File: config.mk
export PLATFORM = sky130hd
export DESIGN_NAME = alu_exec
export DESIGN_NICKNAME = d
export VERILOG_FILES = /design/src/rtl/alu_exec_pkg.sv /design/src/rtl/alu_operand_sel.sv /design/src/rtl/alu_addsub.sv /design/src/rtl/alu_shifter.sv /design/src/rtl/alu_exec.sv
export SDC_FILE = /design/constraint.sdc
export NUM_CORES = 1
export LEC_CHECK = 0
export ABC_CLOCK_PERIOD_IN_PS = 6400
export BUFFER_PORTS_ARGS = -buffer_cell sky130_fd_sc_hd__buf_4
export CORE_UTILIZATION = 30
export DETAILED_ROUTE_END_ITERATION = 8
export GPL_ROUTABILITY_DRIVEN = 0
export GPL_TIMING_DRIVEN = 0
export PLACE_DENSITY = 0.47
export SYNTH_ARGS = -nofsm -noshare
export SYNTH_HDL_FRONTEND = slang
export SYNTH_HIERARCHICAL = 1
export SYNTH_SLANG_ARGS = --single-unit
File: constraint.sdc
create_clock -name vclk -period 6.4
set_input_delay 0.32 -clock vclk [all_inputs]
set_output_delay 0.32 -clock vclk [all_outputs]
set_load 0.02 [all_outputs]
File: src/rtl/alu_exec_pkg.sv
`timescale 1ns/1ps
package alu_exec_pkg;
   typedef enum logic [2:0] {
      OP_ADD   = 3'b000,
      OP_ADDC  = 3'b001,
      OP_SUB   = 3'b010,
      OP_SUBB  = 3'b011,
      OP_AND   = 3'b100,
      OP_OR    = 3'b101,
      OP_XOR   = 3'b110,
      OP_SPCL  = 3'b111
   } alu_op_e;

   typedef struct packed {
      logic z;
      logic n;
      logic v;
      logic c;
   } alu_flags_t;

   localparam int FLAG_W = 4;
endpackage

File: src/rtl/alu_operand_sel.sv
`timescale 1ns/1ps
module alu_operand_sel
   import alu_exec_pkg::*;
#(
   parameter int W     = 32,
   parameter int IMM_W = 16
)(
   input  logic [W-1:0]     src_b,
   input  logic [IMM_W-1:0] imm,
   input  logic             use_imm,
   input  logic             imm_high,
   input  logic [2:0]       op_code,
   output logic [W-1:0]     opnd_b
);
   localparam int FILL_W = W - IMM_W;

   generate
      if (IMM_W < 2 || FILL_W < 1) begin : g_bad_width
         $error("alu_operand_sel: constant must be narrower than the word");
      end
   endgenerate

   logic          fill_bit;
   logic [W-1:0]  placed;

   always_comb begin
      fill_bit = (alu_op_e'(op_code) == OP_AND);
      if (imm_high)
         placed = {imm, {FILL_W{fill_bit}}};
      else
         placed = {{FILL_W{fill_bit}}, imm};
      if (!use_imm)
         opnd_b = src_b;
      else if (alu_op_e'(op_code) == OP_SPCL)
         opnd_b = {{FILL_W{imm[IMM_W-1]}}, imm};
      else
         opnd_b = placed;
   end

   always_comb begin
      if (use_imm && alu_op_e'(op_code) == OP_AND)
         assert_and_fill_R2: assert (imm_high ? (opnd_b[FILL_W-1:0] == '1)
                                             : (opnd_b[W-1:IMM_W] == '1));
   end
endmodule

File: src/rtl/alu_addsub.sv
`timescale 1ns/1ps
module alu_addsub #(
   parameter int W = 32
)(
   input  logic [W-1:0] a,
   input  logic [W-1:0] b,
   input  logic [1:0]   mode,
   input  logic         c_in,
   output logic [W-1:0] sum,
   output logic         carry,
   output logic         ovf
);
   logic [W-1:0] addend;
   logic         cin;
   logic [W:0]   wide;

   always_comb begin
      addend = mode[1] ? ~b : b;
      cin    = mode[0] ? c_in : mode[1];
      wide   = {1'b0, a} + {1'b0, addend} + {{W{1'b0}}, cin};
      sum    = wide[W-1:0];
      carry  = wide[W];
      ovf    = (a[W-1] == addend[W-1]) && (sum[W-1] != a[W-1]);
   end

   always_comb begin
      if (a[W-1] != addend[W-1])
         assert_no_mixed_sign_ovf_R10: assert (!ovf);
   end
endmodule

File: src/rtl/alu_shifter.sv
`timescale 1ns/1ps
module alu_shifter #(
   parameter int W = 32
)(
   input  logic [W-1:0] a,
   input  logic [W-1:0] amt,
   input  logic         arith,
   output logic [W-1:0] out,
   output logic         carry
);
   localparam int SW = $clog2(W);
   localparam logic signed [W-1:0] MAX_AMT = W - 1;

   generate
      if ((1 << SW) != W || W < 4) begin : g_bad_width
         $error("alu_shifter: width must be a power of two of at least 4");
      end
   endgenerate

   logic          go_left, go_right, zero_amt, sign_fill;
   logic [SW-1:0] l_dist, r_dist;
   logic [SW:0][W:0]   lstg;
   logic [SW:0][W-1:0] rstg;

   always_comb begin
      zero_amt  = (amt == '0);
      go_left   = ($signed(amt) > 0) && ($signed(amt) <= MAX_AMT);
      go_right  = ($signed(amt) < 0) && ($signed(amt) >= -MAX_AMT);
      l_dist    = amt[SW-1:0];
      r_dist    = ~amt[SW-1:0] + 1'b1;
      sign_fill = arith & a[W-1];
   end

   assign lstg[0] = {1'b0, a};
   assign rstg[0] = a;

   generate
      for (genvar i = 0; i < SW; i++) begin : g_stage
         localparam int STEP = 1 << i;
         assign lstg[i+1] = l_dist[i] ? {lstg[i][W-STEP:0], {STEP{1'b0}}} : lstg[i];
         assign rstg[i+1] = r_dist[i] ? {{STEP{sign_fill}}, rstg[i][W-1:STEP]} : rstg[i];
      end
   endgenerate

   always_comb begin
      carry = 1'b0;
      if (zero_amt)
         out = a;
      else if (go_left) begin
         out   = lstg[SW][W-1:0];
         carry = lstg[SW][W];
      end else if (go_right)
         out = rstg[SW];
      else if ($signed(amt) < 0)
         out = {W{sign_fill}};
      else
         out = '0;
   end

   always_comb begin
      if ($signed(amt) < 0)
         assert_right_clears_c_R11: assert (!carry);
      if (zero_amt)
         assert_zero_amt_passes_R5: assert (out == a);
   end
endmodule

File: src/rtl/alu_exec.sv
`timescale 1ns/1ps
module alu_exec
   import alu_exec_pkg::*;
#(
   parameter int W      = 32,
   parameter int IMM_W  = 16,
   parameter int SPEC_W = 5
)(
   input  logic [W-1:0]      src_a,
   input  logic [W-1:0]      src_b,
   input  logic [IMM_W-1:0]  imm,
   input  logic              use_imm,
   input  logic              imm_high,
   input  logic [2:0]        op_code,
   input  logic [SPEC_W-1:0] spec_fn,
   input  logic              flag_en,
   input  logic [FLAG_W-1:0] flags_in,
   input  logic              cond_true,
   output logic [W-1:0]      result,
   output logic [FLAG_W-1:0] flags_out,
   output logic              illegal
);
   generate
      if (SPEC_W < 2) begin : g_bad_spec
         $error("alu_exec: special field needs at least two bits");
      end
   endgenerate

   alu_flags_t    cur, nxt;
   logic [W-1:0]  opnd_b, sum, sh_out;
   logic          add_c, add_v, sh_c;
   logic          is_arith, is_spcl, is_shift, is_sel, sh_arith;
   alu_op_e       op;

   assign op  = alu_op_e'(op_code);
   assign cur = alu_flags_t'(flags_in);

   alu_operand_sel #(.W(W), .IMM_W(IMM_W)) u_opsel (
      .src_b   (src_b),
      .imm     (imm),
      .use_imm (use_imm),
      .imm_high(imm_high),
      .op_code (op_code),
      .opnd_b  (opnd_b)
   );

   alu_addsub #(.W(W)) u_addsub (
      .a    (src_a),
      .b    (opnd_b),
      .mode (op_code[1:0]),
      .c_in (cur.c),
      .sum  (sum),
      .carry(add_c),
      .ovf  (add_v)
   );

   alu_shifter #(.W(W)) u_shift (
      .a    (src_a),
      .amt  (opnd_b),
      .arith(sh_arith),
      .out  (sh_out),
      .carry(sh_c)
   );

   always_comb begin
      is_arith = ~op_code[2];
      is_spcl  = (op == OP_SPCL);
      is_shift = is_spcl && (use_imm || spec_fn[SPEC_W-1]);
      is_sel   = is_spcl && !use_imm && (spec_fn == '0);
      illegal  = is_spcl && !is_shift && !is_sel;
      sh_arith = use_imm ? imm_high : spec_fn[SPEC_W-2];

      unique case (op)
         OP_AND:  result = src_a & opnd_b;
         OP_OR:   result = src_a | opnd_b;
         OP_XOR:  result = src_a ^ opnd_b;
         OP_SPCL: begin
            if (is_shift)    result = sh_out;
            else if (is_sel) result = cond_true ? src_a : src_b;
            else             result = '0;
         end
         default: result = sum;
      endcase

      nxt.z = (result == '0);
      nxt.n = result[W-1];
      nxt.v = is_arith & add_v;
      nxt.c = is_arith ? add_c : (is_shift & sh_c);
      flags_out = (flag_en && !illegal) ? nxt : cur;
   end

   always_comb begin
      if (!flag_en)
         assert_flags_hold_R8: assert (flags_out == flags_in);
      if (illegal)
         assert_illegal_quiet_R12: assert (result == '0 && flags_out == flags_in);
      if (flag_en && !illegal) begin
         assert_zero_flag_R9: assert (flags_out[3] == (result == '0));
         if (!is_arith)
            assert_v_clear_R10: assert (!flags_out[1]);
      end
   end
endmodule

* Word level (Yosys, flattened, before mapping)
Cells that the tools add are included.
** Storage, ports and cells
- Flip-flop bits (word level) :: 0
- Bits in latches :: 0
- RAM bits :: 0
- Memory bits (read-only) :: 0
- Bits of input ports :: 96
- Logic and storage cells :: 67
- Memories :: 0
** Operators by class
- Add/sub/neg operators :: 3
- Multiply operators :: 0
- Div/mod/pow operators :: 0
- Magnitude comparators :: 4
- Equal/unequal tests :: 6
- Shifts and indexed selects :: 0
- Mux-type cells :: 28
- Bitwise gates (word level) :: 9
- Reductions and logical operators :: 17
** Operators with widths (count)
- $mux 32 :: 16
- $mux 33 :: 5
- $pmux 32 s4 :: 1
- $logic_not 32->1 :: 2
- $add 32x32->33 :: 1
- $add 33x1->33 :: 1
- $and 32x32->32 :: 1
- $ge 32x6->1 const B :: 1
- $gt 32x1->1 const B :: 1
- $le 32x6->1 const B :: 1
- $lt 32x1->1 const B :: 1
- $not 32->32 :: 1
- $or 32x32->32 :: 1
- $xor 32x32->32 :: 1
- $eq 3x3->1 const B :: 4
- $logic_and 1x1->1 :: 9
- $add 5x1->5 const B :: 1
- $logic_not 5->1 :: 1
- $mux 1 :: 5
- $not 5->5 :: 1
- $logic_not 1->1 :: 4
- $mux 4 :: 1
- $and 1x1->1 :: 3
- $eq 1x1->1 :: 1
- 3 further kinds :: 3

* Longest topological paths before layout
- Depth after elaboration :: 18
- Gate-level depth with buffers :: 26
- Gate-level depth less buffers :: 18

* Cells and area by module
The synthesis kept the hierarchy.
** Modules (own cells, without submodules)
- alu_shifter :: times used 1, cells an instance 556, area each 4545.6 µm², seq. area each 0.0 µm²
- alu_exec :: times used 1, cells an instance 437, area each 3170.5 µm², seq. area each 0.0 µm²
- alu_addsub :: times used 1, cells an instance 310, area each 2182.1 µm², seq. area each 0.0 µm²
- alu_operand_sel :: times used 1, cells an instance 71, area each 598.1 µm², seq. area each 0.0 µm²

* Worst setup path before layout
OpenSTA, ideal clock, no wires.
- Kind :: input -> output
- Start point :: in imm_high
- End point :: out flags_out[3]
- Arrival time :: 5725 ps
- Data required time :: 6080 ps
- Path slack :: 355 ps
- Stages on the path :: 22
- Cell sequence :: buf_2 nand2_1 o31ai_4 o22a_1 buf_6 buf_4 buf_4 inv_2 buf_2 buf_1 ha_1 xor2_4 mux4_1 a222oi_1 nor3_1 a2111oi_1 nor2_1 a2111oi_0 o22ai_1 nor4_1 nand4_1 o31ai_2
** On the way
- Word-level cells in the longest chain between the ends :: 17
** RTL lines
- start: declaration :: line alu_exec.sv:13 : input logic imm_high,
- $mux 32 * :: line alu_operand_sel.sv:28 : if (imm_high)
- $mux 32 * :: line alu_operand_sel.sv:34 : else if (alu_op_e'(op_code) == OP_SPCL)
- $mux 32 * :: line alu_operand_sel.sv:32 : if (!use_imm)
- net opnd_b[0] :: line alu_exec.sv:30 : logic [W-1:0] opnd_b, sum, sh_out;
- $not 5->5 :: line alu_shifter.sv:30 : r_dist = ~amt[SW-1:0] + 1'b1;
- $add 5x1->5 :: line alu_shifter.sv:30
- $mux 32 (5 in series) :: line alu_shifter.sv:41 : assign rstg[i+1] = r_dist[i] ? {{STEP{sign_fill}}, rstg[i][W-1:STEP]} : rstg[i];
- $mux 32 :: line alu_shifter.sv:52 : end else if (go_right)
- $mux 32 :: line alu_shifter.sv:49 : else if (go_left) begin
- $mux 32 * :: line alu_shifter.sv:47 : if (zero_amt)
- net sh_out[4] :: line alu_exec.sv:30
- $mux 32 * :: line alu_exec.sv:78 : if (is_shift) result = sh_out;
- $pmux 32 s4 * :: line alu_exec.sv:73 : unique case (op)
- net result[4] :: line alu_exec.sv:19 : output logic [W-1:0] result,
- $logic_not 32->1 * :: line alu_exec.sv:85 : nxt.z = (result == '0);
- $mux 4 * :: line alu_exec.sv:89 : flags_out = (flag_en && !illegal) ? nxt : cur;
- end: declaration :: line alu_exec.sv:20 : output logic [FLAG_W-1:0] flags_out,
The timed path passes the listed nets; every way through them passes the cells marked *.

* Worst setup path in the final report
- Start point :: in imm_high
- End point :: out flags_out[3]
** RTL lines (line)
- $mux 32 * :: alu_operand_sel.sv:28
- $mux 32 * :: alu_operand_sel.sv:34
- $mux 32 * :: alu_operand_sel.sv:32
- net opnd_b[10] :: alu_exec.sv:30
- $lt 32x1->1 or $ge 32x6->1 (tied branches) :: alu_shifter.sv:28, alu_shifter.sv:54
- $mux 32 or $logic_and 1x1->1 (tied branches) :: alu_shifter.sv:54, alu_shifter.sv:28
- $mux 32 :: alu_shifter.sv:52
- $mux 32 :: alu_shifter.sv:49
- $mux 32 * :: alu_shifter.sv:47
- net sh_out[18] :: alu_exec.sv:30
- $mux 32 * :: alu_exec.sv:78
- $pmux 32 s4 * :: alu_exec.sv:73
- $logic_not 32->1 * :: alu_exec.sv:85
- $mux 4 * :: alu_exec.sv:89
Marks and branches as above.

==> out/qor.tcl <==
set qor(status) {finished clean}
set qor(fmaxAchievable_mhz) 157.8
set qor(dr.first_iter.drc_count) 1461
set qor(dieArea_sq_um) 35740
set qor(final_area_sq_um) 12320
set qor(grt_first_pass_wirelength_microns) 82770
set qor(finalSetupViolCount) 0
set qor(place_worst_setup_slack_ns) -2.128
set qor(fp.dieW_microns) 189.1
set qor(detail_route.first_pass.iterations) 7
set qor(finalCriticalPeriod_ns) 6.337
set qor(met2_length_microns) 25620
set qor(dr_total_vias) 12720
set qor(vias_per_cell) 6.476
set qor(route.detailed.drc) 0
set qor(worst_setup_path_start_kind) {input port}
set qor(drive_gt1_share_pct) 24.65
set qor(synth_area_sq_um) 10500
set qor(antenna_violations_before_repair) 0
set qor(insertedDiodeCount) 0
set qor(fin_nets) 1706
set qor(floorplan.initialDensity_pct) 30.46
set qor(end_kind) {output pin}
set qor(hpwl_after_dpl_microns) 45680
set qor(crit_type) {input port to output pin}
set qor(power.density_cell_area_nw_per_um2) 144.2
set qor(drtAntennaViolNets) 0
set qor(timing.critical_path.arrival_ns) 6.02
set qor(n_clock_buffer) 0
set qor(num_io_pins) 133
set qor(grt_max_degree) 20
set qor(layout_worst_path_cycle_share_pct) 99.01
set qor(crit_path_top_delay_cell) {sky130_fd_sc_hd__nor4_1}
set qor(die_y_microns) 189.1
set qor(coreArea_sq_um) 34460
set qor(synth_area_leaders) {sky130_fd_sc_hd__mux4_2 14%, sky130_fd_sc_hd__ha_1 12%, sky130_fd_sc_hd__mux2i_1 7.8%}
set qor(min-delay-path-class) {input port to output pin}
set qor(ir_drop_mv) 0.08250
set qor(tns_ns) 0
set qor(max-slew-margin-rel_pct) 16.33
set qor(totalWireLength_microns) 56440
set qor(cp_max_fo) 13
set qor(seq_cell_count) 0
set qor(metal_1_wl_microns) 22980
set qor(synthesis.nets) 1569
set qor(cell_by_cell_trace_of_the_critical_path) {buf_4, nand2_1, o31ai_4, buf_4, buf_4, buf_2, o22a_1, nand4_1, nor4_1, and3_1, clkbuf_1, o21ai_1, clkbuf_1, a221oi_1, a21oi_1, a221oi_2, a21oi_1, nor4_1, nand4_1, o31ai_2, buf_4}
set qor(worst_slack_ns) 0.06307
set qor(yosysTopAreaCell) {sky130_fd_sc_hd__mux4_2}
set qor(grt_overflow_total) 0
set qor(routed_len_inst_microns) 28.73
set qor(met3WireLength_microns) 5136
set qor(synth_top_area_share_pct) 13.73
set qor(max-cap-violations) 0
set qor(placement.cell_area_sq_um) 12060
set qor(cp.buffers_inverters) 7
set qor(critical-path-max-stage-delay_ns) 0.67
set qor(share_of_synthesized_area_occupied_by_flip_flops_and_latches_pct) 0
set qor(portBuffers) 132
set qor(worstPathRequired_ns) 6.08
set qor(fp-row-count) 68
set qor(fin_total_pwr_mw) 1.777
set qor(worst_path_most_repeated_cell) {sky130_fd_sc_hd__buf_4}
set qor(timing_worst_slew_pin_value_ns) 1.244
set qor(routed.top_layer) {met4}
set qor(area.growth.synth_to_final_pct) 17.37
set qor(first_global_vias) 12380
set qor(globalRouteTotalUtil_pct) 30.78
set qor(critical-path-top-delay-family) {compound AO/OA/AOI/OAI gates}
set qor(final-max-slew-violation-count) 0
set qor(sequential_cell_area_sq_um) 0
set qor(synth.lib_cells_used.distinct) 99
set qor(synth.cells.most_frequent) {121 x sky130_fd_sc_hd__nor2_1, 118 x sky130_fd_sc_hd__nand2_1, 97 x sky130_fd_sc_hd__a21oi_1, 97 x sky130_fd_sc_hd__ha_1, 90 x sky130_fd_sc_hd__inv_1}
set qor(avgSynthCellArea_sq_um) 7.639
set qor(post_cts_hold_buffer_count) 0
set qor(synth.most_common_cell) {sky130_fd_sc_hd__nor2_1}
set qor(yosysWarnings) 6
set qor(timing_hold_violations_final) 0
set qor(netlist_instances) 1374
set qor(static-leakage-power_nw) 5.151
set qor(grt_setup_unrepaired) {false}
==> logic make-up after synthesis <==
group                    synth area share, %
XOR/XNOR                               5.102
adder cells (fa/ha/maj)                11.94
AO/OA/AOI/OAI                          27.48
AND/OR/NAND/NOR                        18.00
multiplexers                           28.31
buffers and inverters                  9.167
==> worst paths after layout <==
check | end | cells past startpoint | slack (ns) | from
worst min-delay path | flags_out[1] | 4 | 0.94 | flags_in[1]
worst max-delay path | flags_out[3] | 21 | 0.06 | imm_high
==> layout make-up <==
| type | count | area (sq um) |
|---|---|---|
| multi-input combinational | 1161 | 9707 |
| timing repair buffer | 138 | 1049 |
| tap | 455 | 569.3 |
| fill | 3704 | 22140 |
| buffer | 118 | 646.9 |
| inverter | 92 | 347.8 |
==> metrics by stage <==
step	hold slack, ns	std cells	util, %
5_1_grt	0.9809	1964	35.75
2_1_floorplan	0.7934	1374	-
4_1_cts	0.9401	1964	35.53
3_5_place_dp	0.9401	1961	34.99
6_report	0.9364	1964	35.75
3_3_place_gp	0.9380	1961	34.99
==> cells in the final DEF, fill, tap and decap left out, types with 7 or more instances in the layout <==
cell and instances:
sky130_fd_sc_hd__a221o_1 16, sky130_fd_sc_hd__a221oi_1 8, sky130_fd_sc_hd__inv_1 90, sky130_fd_sc_hd__mux2i_1 78, sky130_fd_sc_hd__o21bai_1 7, sky130_fd_sc_hd__nor3_1 18, sky130_fd_sc_hd__a211oi_1 16, sky130_fd_sc_hd__a21oi_1 97
sky130_fd_sc_hd__nor4_1 17, sky130_fd_sc_hd__a21o_1 9, sky130_fd_sc_hd__clkbuf_1 50, sky130_fd_sc_hd__o2111ai_1 8, sky130_fd_sc_hd__buf_2 28, sky130_fd_sc_hd__a31oi_1 11, sky130_fd_sc_hd__buf_1 9, sky130_fd_sc_hd__nand2_1 118
sky130_fd_sc_hd__and2_1 9, sky130_fd_sc_hd__a21boi_0 16, sky130_fd_sc_hd__buf_6 9, sky130_fd_sc_hd__xnor2_1 15, sky130_fd_sc_hd__and3_1 13, sky130_fd_sc_hd__o21ai_0 58, sky130_fd_sc_hd__buf_4 148, sky130_fd_sc_hd__o21ai_1 9
sky130_fd_sc_hd__ha_1 96, sky130_fd_sc_hd__mux2_2 56, sky130_fd_sc_hd__xor2_1 42, sky130_fd_sc_hd__o22ai_1 27, sky130_fd_sc_hd__nand4_1 18, sky130_fd_sc_hd__o21a_1 16, sky130_fd_sc_hd__nand3_1 32, sky130_fd_sc_hd__o22a_1 23
sky130_fd_sc_hd__nor2_1 121, sky130_fd_sc_hd__mux4_2 64
==> where the power goes <==
group          internal, mW  leakage [nW]  switching (mW)
registers                 0             0               0
clock network             0             0               0
logic                 0.694          5.15            1.08
total                 0.694          5.15            1.08
==> metal layers <==
| metal | vias to the layer above | global-route usage, % |
|---|---|---|
| li1 | 5500 | - |
| met1 | 6213 | 40.88 |
| met2 | 836 | 50.40 |
| met3 | 169 | 4.152 |
| met4 | 0 | 11.63 |
| met5 | - | 0 |
==> timing repair <==
| action | 4_1_cts | 5_1_grt |
|---|---|---|
| buffers inserted | 6 | 0 |
| pin swaps | 8 | 6 |
| gates resized for setup | 32 | 24 |
| setup endpoints to repair | 30 | 1 |
Note: power is estimated with default switching activity, not from simulation.
